===== config.mk =====
export PLATFORM = sky130hd
export DESIGN_NAME = pgc_top
export DESIGN_NICKNAME = d
export VERILOG_FILES = /design/src/rtl/pgc_pkg.sv /design/src/rtl/pgc_classify.sv /design/src/rtl/pgc_store.sv /design/src/rtl/pgc_top.sv
export SDC_FILE = /design/constraint.sdc
export NUM_CORES = 1
export LEC_CHECK = 0
export BUFFER_PORTS_ARGS = -buffer_cell sky130_fd_sc_hd__buf_4
export CAP_MARGIN = 20
export CELL_PAD_IN_SITES_DETAIL_PLACEMENT = 0
export CELL_PAD_IN_SITES_GLOBAL_PLACEMENT = 1
export CORE_MARGIN = 4
export CORE_UTILIZATION = 30
export DETAILED_ROUTE_END_ITERATION = 8
export PLACE_DENSITY = 0.49
export SLEW_MARGIN = 15
export SYNTH_ARGS = -nofsm -noshare
export SYNTH_HDL_FRONTEND = slang
export SYNTH_SLANG_ARGS = --single-unit

===== constraint.sdc =====
create_clock -name clk -period 3.7 [get_ports clk]
set_input_delay 0.74 -clock clk [delete_from_list [all_inputs] [get_ports clk]]
set_output_delay 0.74 -clock clk [all_outputs]
set_load 0.05 [all_outputs]

===== src/rtl/pgc_pkg.sv =====
package pgc_pkg;
  typedef logic [1:0] rights_t;

  localparam rights_t RT_NONE = 2'b00;
  localparam rights_t RT_RO   = 2'b01;
  localparam rights_t RT_RW   = 2'b10;

  localparam int CLS_W     = 5;
  localparam int CLS_OK    = 0;
  localparam int CLS_SOFT  = 1;
  localparam int CLS_HARD  = 2;
  localparam int CLS_VIOL  = 3;
  localparam int CLS_ERR   = 4;

  function automatic logic may_read(input rights_t r);
    return |r;
  endfunction

  function automatic logic may_write(input rights_t r);
    return r[1];
  endfunction
endpackage


===== src/rtl/pgc_classify.sv =====
module pgc_classify
  import pgc_pkg::*;
(
  input  rights_t                soft_r,
  input  rights_t                hw_r,
  input  logic                   is_write,
  output logic [CLS_W-1:0]       cls,
  output logic                   repair
);
  logic hw_ok, soft_ok, bad;

  always_comb begin
    bad     = (may_read(hw_r) & ~may_read(soft_r)) |
              (may_write(hw_r) & ~may_write(soft_r));
    hw_ok   = is_write ? may_write(hw_r)   : may_read(hw_r);
    soft_ok = is_write ? may_write(soft_r) : may_read(soft_r);
    cls     = '0;
    repair  = 1'b0;
    if (bad)                    cls[CLS_ERR]  = 1'b1;
    else if (hw_ok)             cls[CLS_OK]   = 1'b1;
    else if (soft_ok) begin
      cls[CLS_SOFT] = 1'b1;
      repair        = 1'b1;
    end
    else if (!may_read(soft_r)) cls[CLS_HARD] = 1'b1;
    else                        cls[CLS_VIOL] = 1'b1;
  end
endmodule


===== src/rtl/pgc_store.sv =====
module pgc_store
  import pgc_pkg::*;
#(
  parameter int NUM_PAGES = 16,
  parameter int FRAME_W   = 8,
  localparam int PAGE_W   = $clog2(NUM_PAGES)
) (
  input  logic               clk,
  input  logic               rst_n,
  input  logic [PAGE_W-1:0]  rd_page,
  output rights_t            rd_soft,
  output rights_t            rd_hw,
  output logic [FRAME_W-1:0] rd_frame,
  input  logic               rep_en,
  input  logic [PAGE_W-1:0]  rep_page,
  input  logic               dem_en,
  input  logic [PAGE_W-1:0]  dem_page,
  input  logic               ins_en,
  input  logic [PAGE_W-1:0]  ins_page,
  input  rights_t            ins_soft,
  input  rights_t            ins_hw,
  input  logic [FRAME_W-1:0] ins_frame
);
  rights_t            soft_a [NUM_PAGES];
  rights_t            hw_a   [NUM_PAGES];
  logic [FRAME_W-1:0] frm_a  [NUM_PAGES];

  for (genvar g = 0; g < NUM_PAGES; g++) begin : g_ent
    rights_t            s_q, s_d, h_q, h_d;
    logic [FRAME_W-1:0] f_q, f_d;
    logic               en;
    logic               hit_rep, hit_dem, hit_ins;

    always_comb begin
      hit_rep = rep_en && (rep_page == PAGE_W'(g));
      hit_dem = dem_en && (dem_page == PAGE_W'(g));
      hit_ins = ins_en && (ins_page == PAGE_W'(g));
      en  = hit_rep | hit_dem | hit_ins;
      s_d = s_q;
      h_d = h_q;
      f_d = f_q;
      if (hit_rep) h_d = s_q;
      if (hit_dem) h_d = RT_NONE;
      if (hit_ins) begin
        s_d = ins_soft;
        h_d = ins_hw;
        f_d = ins_frame;
      end
    end

    always_ff @(posedge clk or negedge rst_n) begin
      if (!rst_n) begin
        s_q <= RT_NONE;
        h_q <= RT_NONE;
        f_q <= '0;
      end else if (en) begin
        s_q <= s_d;
        h_q <= h_d;
        f_q <= f_d;
      end
    end

    assign soft_a[g] = s_q;
    assign hw_a[g]   = h_q;
    assign frm_a[g]  = f_q;
  end

  assign rd_soft  = soft_a[rd_page];
  assign rd_hw    = hw_a[rd_page];
  assign rd_frame = frm_a[rd_page];

  // Delayed copies of requests, used only by the properties below
  logic               dem_d, dem_clean_d, rep_d, rep_clean_d;
  logic [PAGE_W-1:0]  dem_pg_d, rep_pg_d;
  rights_t            dem_soft_d, rep_soft_d;
  logic [FRAME_W-1:0] dem_frm_d;

  always_ff @(posedge clk or negedge rst_n) begin
    if (!rst_n) begin
      dem_d <= 1'b0; dem_clean_d <= 1'b0; rep_d <= 1'b0; rep_clean_d <= 1'b0;
      dem_pg_d <= '0; rep_pg_d <= '0; dem_soft_d <= RT_NONE;
      rep_soft_d <= RT_NONE; dem_frm_d <= '0;
    end else begin
      dem_d       <= dem_en;
      dem_clean_d <= !(ins_en && ins_page == dem_page);
      dem_pg_d    <= dem_page;
      dem_soft_d  <= soft_a[dem_page];
      dem_frm_d   <= frm_a[dem_page];
      rep_d       <= rep_en;
      rep_clean_d <= !(ins_en && ins_page == rep_page) &&
                     !(dem_en && dem_page == rep_page);
      rep_pg_d    <= rep_page;
      rep_soft_d  <= soft_a[rep_page];
    end
  end

  assert_demote_hw_R8: assert property (@(posedge clk) disable iff (!rst_n)
    (dem_d && dem_clean_d) |-> hw_a[dem_pg_d] == RT_NONE);
  assert_demote_keeps_soft_R8: assert property (@(posedge clk) disable iff (!rst_n)
    (dem_d && dem_clean_d) |-> (soft_a[dem_pg_d] == dem_soft_d &&
                                frm_a[dem_pg_d] == dem_frm_d));
  assert_repair_copies_R4: assert property (@(posedge clk) disable iff (!rst_n)
    (rep_d && rep_clean_d) |-> hw_a[rep_pg_d] == rep_soft_d);
endmodule


===== src/rtl/pgc_top.sv =====
module pgc_top
  import pgc_pkg::*;
#(
  parameter int NUM_PAGES = 16,
  parameter int FRAME_W   = 8,
  localparam int PAGE_W   = $clog2(NUM_PAGES)
) (
  input  logic               clk,
  input  logic               rst_n,
  input  logic               acc_valid,
  input  logic [PAGE_W-1:0]  acc_page,
  input  logic               acc_write,
  input  logic               dem_valid,
  input  logic [PAGE_W-1:0]  dem_page,
  input  logic               inst_valid,
  input  logic [PAGE_W-1:0]  inst_page,
  input  logic [1:0]         inst_soft,
  input  logic [1:0]         inst_hw,
  input  logic [FRAME_W-1:0] inst_frame,
  output logic               resp_valid,
  output logic [CLS_W-1:0]   resp_class,
  output logic [FRAME_W-1:0] resp_frame
);
  rights_t            cur_soft, cur_hw;
  logic [FRAME_W-1:0] cur_frame;
  logic [CLS_W-1:0]   cls;
  logic               repair;

  pgc_store #(.NUM_PAGES(NUM_PAGES), .FRAME_W(FRAME_W)) store_i (
    .clk(clk), .rst_n(rst_n),
    .rd_page(acc_page), .rd_soft(cur_soft), .rd_hw(cur_hw), .rd_frame(cur_frame),
    .rep_en(acc_valid & repair), .rep_page(acc_page),
    .dem_en(dem_valid), .dem_page(dem_page),
    .ins_en(inst_valid), .ins_page(inst_page),
    .ins_soft(inst_soft), .ins_hw(inst_hw), .ins_frame(inst_frame)
  );

  pgc_classify class_i (
    .soft_r(cur_soft), .hw_r(cur_hw), .is_write(acc_write),
    .cls(cls), .repair(repair)
  );

  logic               vld_d;
  logic [CLS_W-1:0]   cls_d;

  always_comb begin
    vld_d = acc_valid;
    cls_d = acc_valid ? cls : '0;
  end

  always_ff @(posedge clk or negedge rst_n) begin
    if (!rst_n) begin
      resp_valid <= 1'b0;
      resp_class <= '0;
      resp_frame <= '0;
    end else begin
      resp_valid <= vld_d;
      resp_class <= cls_d;
      if (acc_valid) resp_frame <= cur_frame;
    end
  end

  assert_resp_follows_R2: assert property (@(posedge clk) disable iff (!rst_n)
    acc_valid |=> resp_valid);
  assert_no_spurious_resp_R2: assert property (@(posedge clk) disable iff (!rst_n)
    !acc_valid |=> (!resp_valid && resp_class == '0));
  assert_class_onehot_R2: assert property (@(posedge clk) disable iff (!rst_n)
    resp_valid |-> $onehot(resp_class));
  assert_clean_entry_ok_R3: assert property (@(posedge clk) disable iff (!rst_n)
    (acc_valid && cur_soft == cur_hw && cur_hw == RT_RW) |=> resp_class[CLS_OK]);
  assert_empty_entry_hard_R5: assert property (@(posedge clk) disable iff (!rst_n)
    (acc_valid && cur_soft == RT_NONE && cur_hw == RT_NONE) |=> resp_class[CLS_HARD]);
endmodule


==> flow_summary.yaml <==
power:
  leakage_nw: 4.99
  power_density_nw_per_um2: 618
  ir_worst_vdd_uv: 333
worst_hold_path:
  min_path_type: "in -> async"
worst_setup_path:
  criticalPathCategory: "in -> reg"
  end_kind: "flip-flop"
  crit_path_start_kind: "primary input"
  critPathArrivalTime_ps: 3280
  critPathRequiredTime_ps: 4110
  crit_chain: "buf_4 > mux4_2 > mux2i_1 > mux2i_1 > or3b_1 > buf_4 > o31ai_1 > mux2_2"
  critical-path-max-stage-delay_ps: 530
  crit_fanout: 17
  path_buf_inv: 2
  path_delay_family: "multiplexers"
  cp_slowest_cell: "mux4_2"
cts:
  tritoncts: "built"
  cts_num_sinks: 206
  htreeDepth: 1
  cts_buffers: 26
  cts.path.max_buffers: 3
  cts_resized: 0
  clk_latency_ps: 520
  cts_setup_buffers: 0
  postCtsHoldBufs: 0
  clk_pin_slew_ps: 60
  cts_root_buffer: "clkbuf_16"
grt:
  grt_pass1_vias: 6928
  grt_usage_pct: 16.1
  grt.overflow.total: 0
  antenna_found_initial: 0
  grt_pass1_wl_um: 44500
  grt_max_degree: 81
sta:
  fin_skew_ps: 7.22
  worstMarginPinSlew_ps: 738
  rsz0062_at_grt: "no"
  period_share_pct: 77.8
  slew_headroom_pct: 50.7
  final_hold_viol_count: 0
  period_needed_ps: 2880
  setup_viol: 0
  fmax_mhz: 347
  setup_tns_ps: 0
  slew_violations: 0
logic_synthesis:
  synthCells: 677
  syn-num-nets: 707
  synth_cell_types: 37
  synth-seq-cells: 206
  synth_edf_count: 0
  synthArstFlopShare_pct: 100
  ys.flop_type: "dfrtp_1"
  synth.cell_area_um2: 10000
  ys_warn_count: 0
  synth.avg_cell_area_um2: 14.8
  yosysSeqAreaShare_pct: 51.4
floorplan:
  initial_core_util_pct: 30.6
  coreArea_um2: 32800
  io-pin-count: 44
  die_area_um2: 36400
  row_count: 66
  die_height_um: 191
  die-width_um: 191
final_layout:
  n_antenna_cell: 0
  finalNonFillerCells: 1187
  final_common_cell: "dfrtp_1"
  drive_above_1_share_pct: 51.1
  nets: 758
  synthToLayoutAreaGrowth_pct: 17.7
  mostFrequentLayoutCells: "dfrtp_1, mux2_2, buf_4"
place:
  dp_hpwl_um: 19100
  dp.cells: 1142
  port_buffers: 43
  gp_congestion: 0.812
routing:
  route.detailed.drc: 0
  wirelength_um: 28800
  vias_per_cell: 5.20
  vias: 6177
  dr.first_iter.drc_count: 317
  ant_nets: 0
  wl_per_cell_um: 24.3
  firstDrtPassIters: 4
flow_run:
  cap_violations: 0
run_status:
  status: "finished clean"
## flip-flops by register name, indices dropped and copies added, names as in the netlist
| signal | flops |
|---|---|
| resp_class | 5 |
| resp_frame | 8 |
| resp_valid | 1 |
| store_i.g_ent.f_q | 128 |
| store_i.g_ent.h_q | 32 |
| store_i.g_ent.s_q | 32 |
## power by group
part           total [mW]  switching [mW]  internal, mW  leakage [nW]
combinational        1.65           0.742         0.911          2.04
clock                2.42           0.934          1.48         0.409
sequential           3.23           0.375          2.85          2.54
## final cells by class
cell class | count | area, um^2
clock buffer | 41 | 808
clock inverter | 4 | 22.5
fill | 3141 | 21000
inverter | 5 | 18.8
multi-input combinational | 414 | 4640
sequential | 206 | 5150
tap | 442 | 553
timing repair buffer | 75 | 607
## Yosys cell counts (4+ instances only)
cell type	count	area, um^2
buf_4	4	30.0
a22o_1	34	298
nand2_1	16	60.1
inv_1	5	18.8
nor3_1	4	20.0
buf_1	7	26.3
a21oi_1	15	75.1
o31ai_4	9	191
clkbuf_1	31	116
nand2b_1	5	31.3
mux2i_1	13	130
mux2_2	199	2240
nand3_1	5	25.0
dfrtp_1	206	5150
a31oi_1	4	25.0
o31ai_1	5	37.5
nor2_1	24	90.1
mux4_2	51	1150
buf_2	8	40.0
nor2b_1	6	37.5
## per-layer routing
layer  vias to the layer above  global-route usage, %  routed length [um]  part of all wire, %
li1                       2667                      -                   -                    -
met4                         0                   4.12                 721                  2.5
met5                         -                      0                   0                    0
met3                        43                   2.54                1170                  4.1
met2                       133                   26.7               14000                   49
met1                      3334                   22.1               12900                   45
## worst paths after layout
path / end / start / slack, ps / depth (start not counted)
setup / recovery: store_i.g_ent[14].h_q[1]$_DFFE_PN0P_ / acc_page[1] / 820 / 8
hold / removal: store_i.g_ent[1].s_q[0]$_DFFE_PN0P_ / rst_n / 250 / 1
setup reg to reg: store_i.g_ent[14].h_q[1]$_DFFE_PN0P_ / store_i.g_ent[12].h_q[1]$_DFFE_PN0P_ / 870 / 7
hold reg to reg: store_i.g_ent[11].f_q[4]$_DFFE_PN0P_ / store_i.g_ent[11].f_q[4]$_DFFE_PN0P_ / 500 / 1
max in group asynchronous: store_i.g_ent[0].f_q[7]$_DFFE_PN0P_ / rst_n / 2560 / 2
min in group clk: store_i.g_ent[11].f_q[4]$_DFFE_PN0P_ / store_i.g_ent[11].f_q[4]$_DFFE_PN0P_ / 500 / 1
## metrics by stage
step / worst slack [ps] / area [um^2] / hold slack [ps] / power [mW] / util, %
final: 821 / 11800 / 246 / 7.30 / 36.0
after floorplan: 530 / 10000 / 444 / 4.36 / -
after global routing: 707 / 11800 / 300 / 7.68 / 36.0
after global placement: 364 / 11000 / 484 / 4.87 / 33.5
after CTS: 869 / 11800 / 276 / 7.41 / 36.0
after detailed placement: 324 / 11000 / 490 / 4.94 / 33.5
## kinds of logic (layout without fill, tap and decap cells)
group | Yosys count | after routing | share of synthesized area, %
buffers and inverters | 57 | 125 | 2.53
AOI/OAI and AO/OA | 80 | 80 | 7.51
DFF | 206 | 206 | 51.4
and+or+nand+nor | 70 | 70 | 3.34
muxes | 264 | 264 | 35.2
No activity file was read; power rests on OpenSTA's default activity.
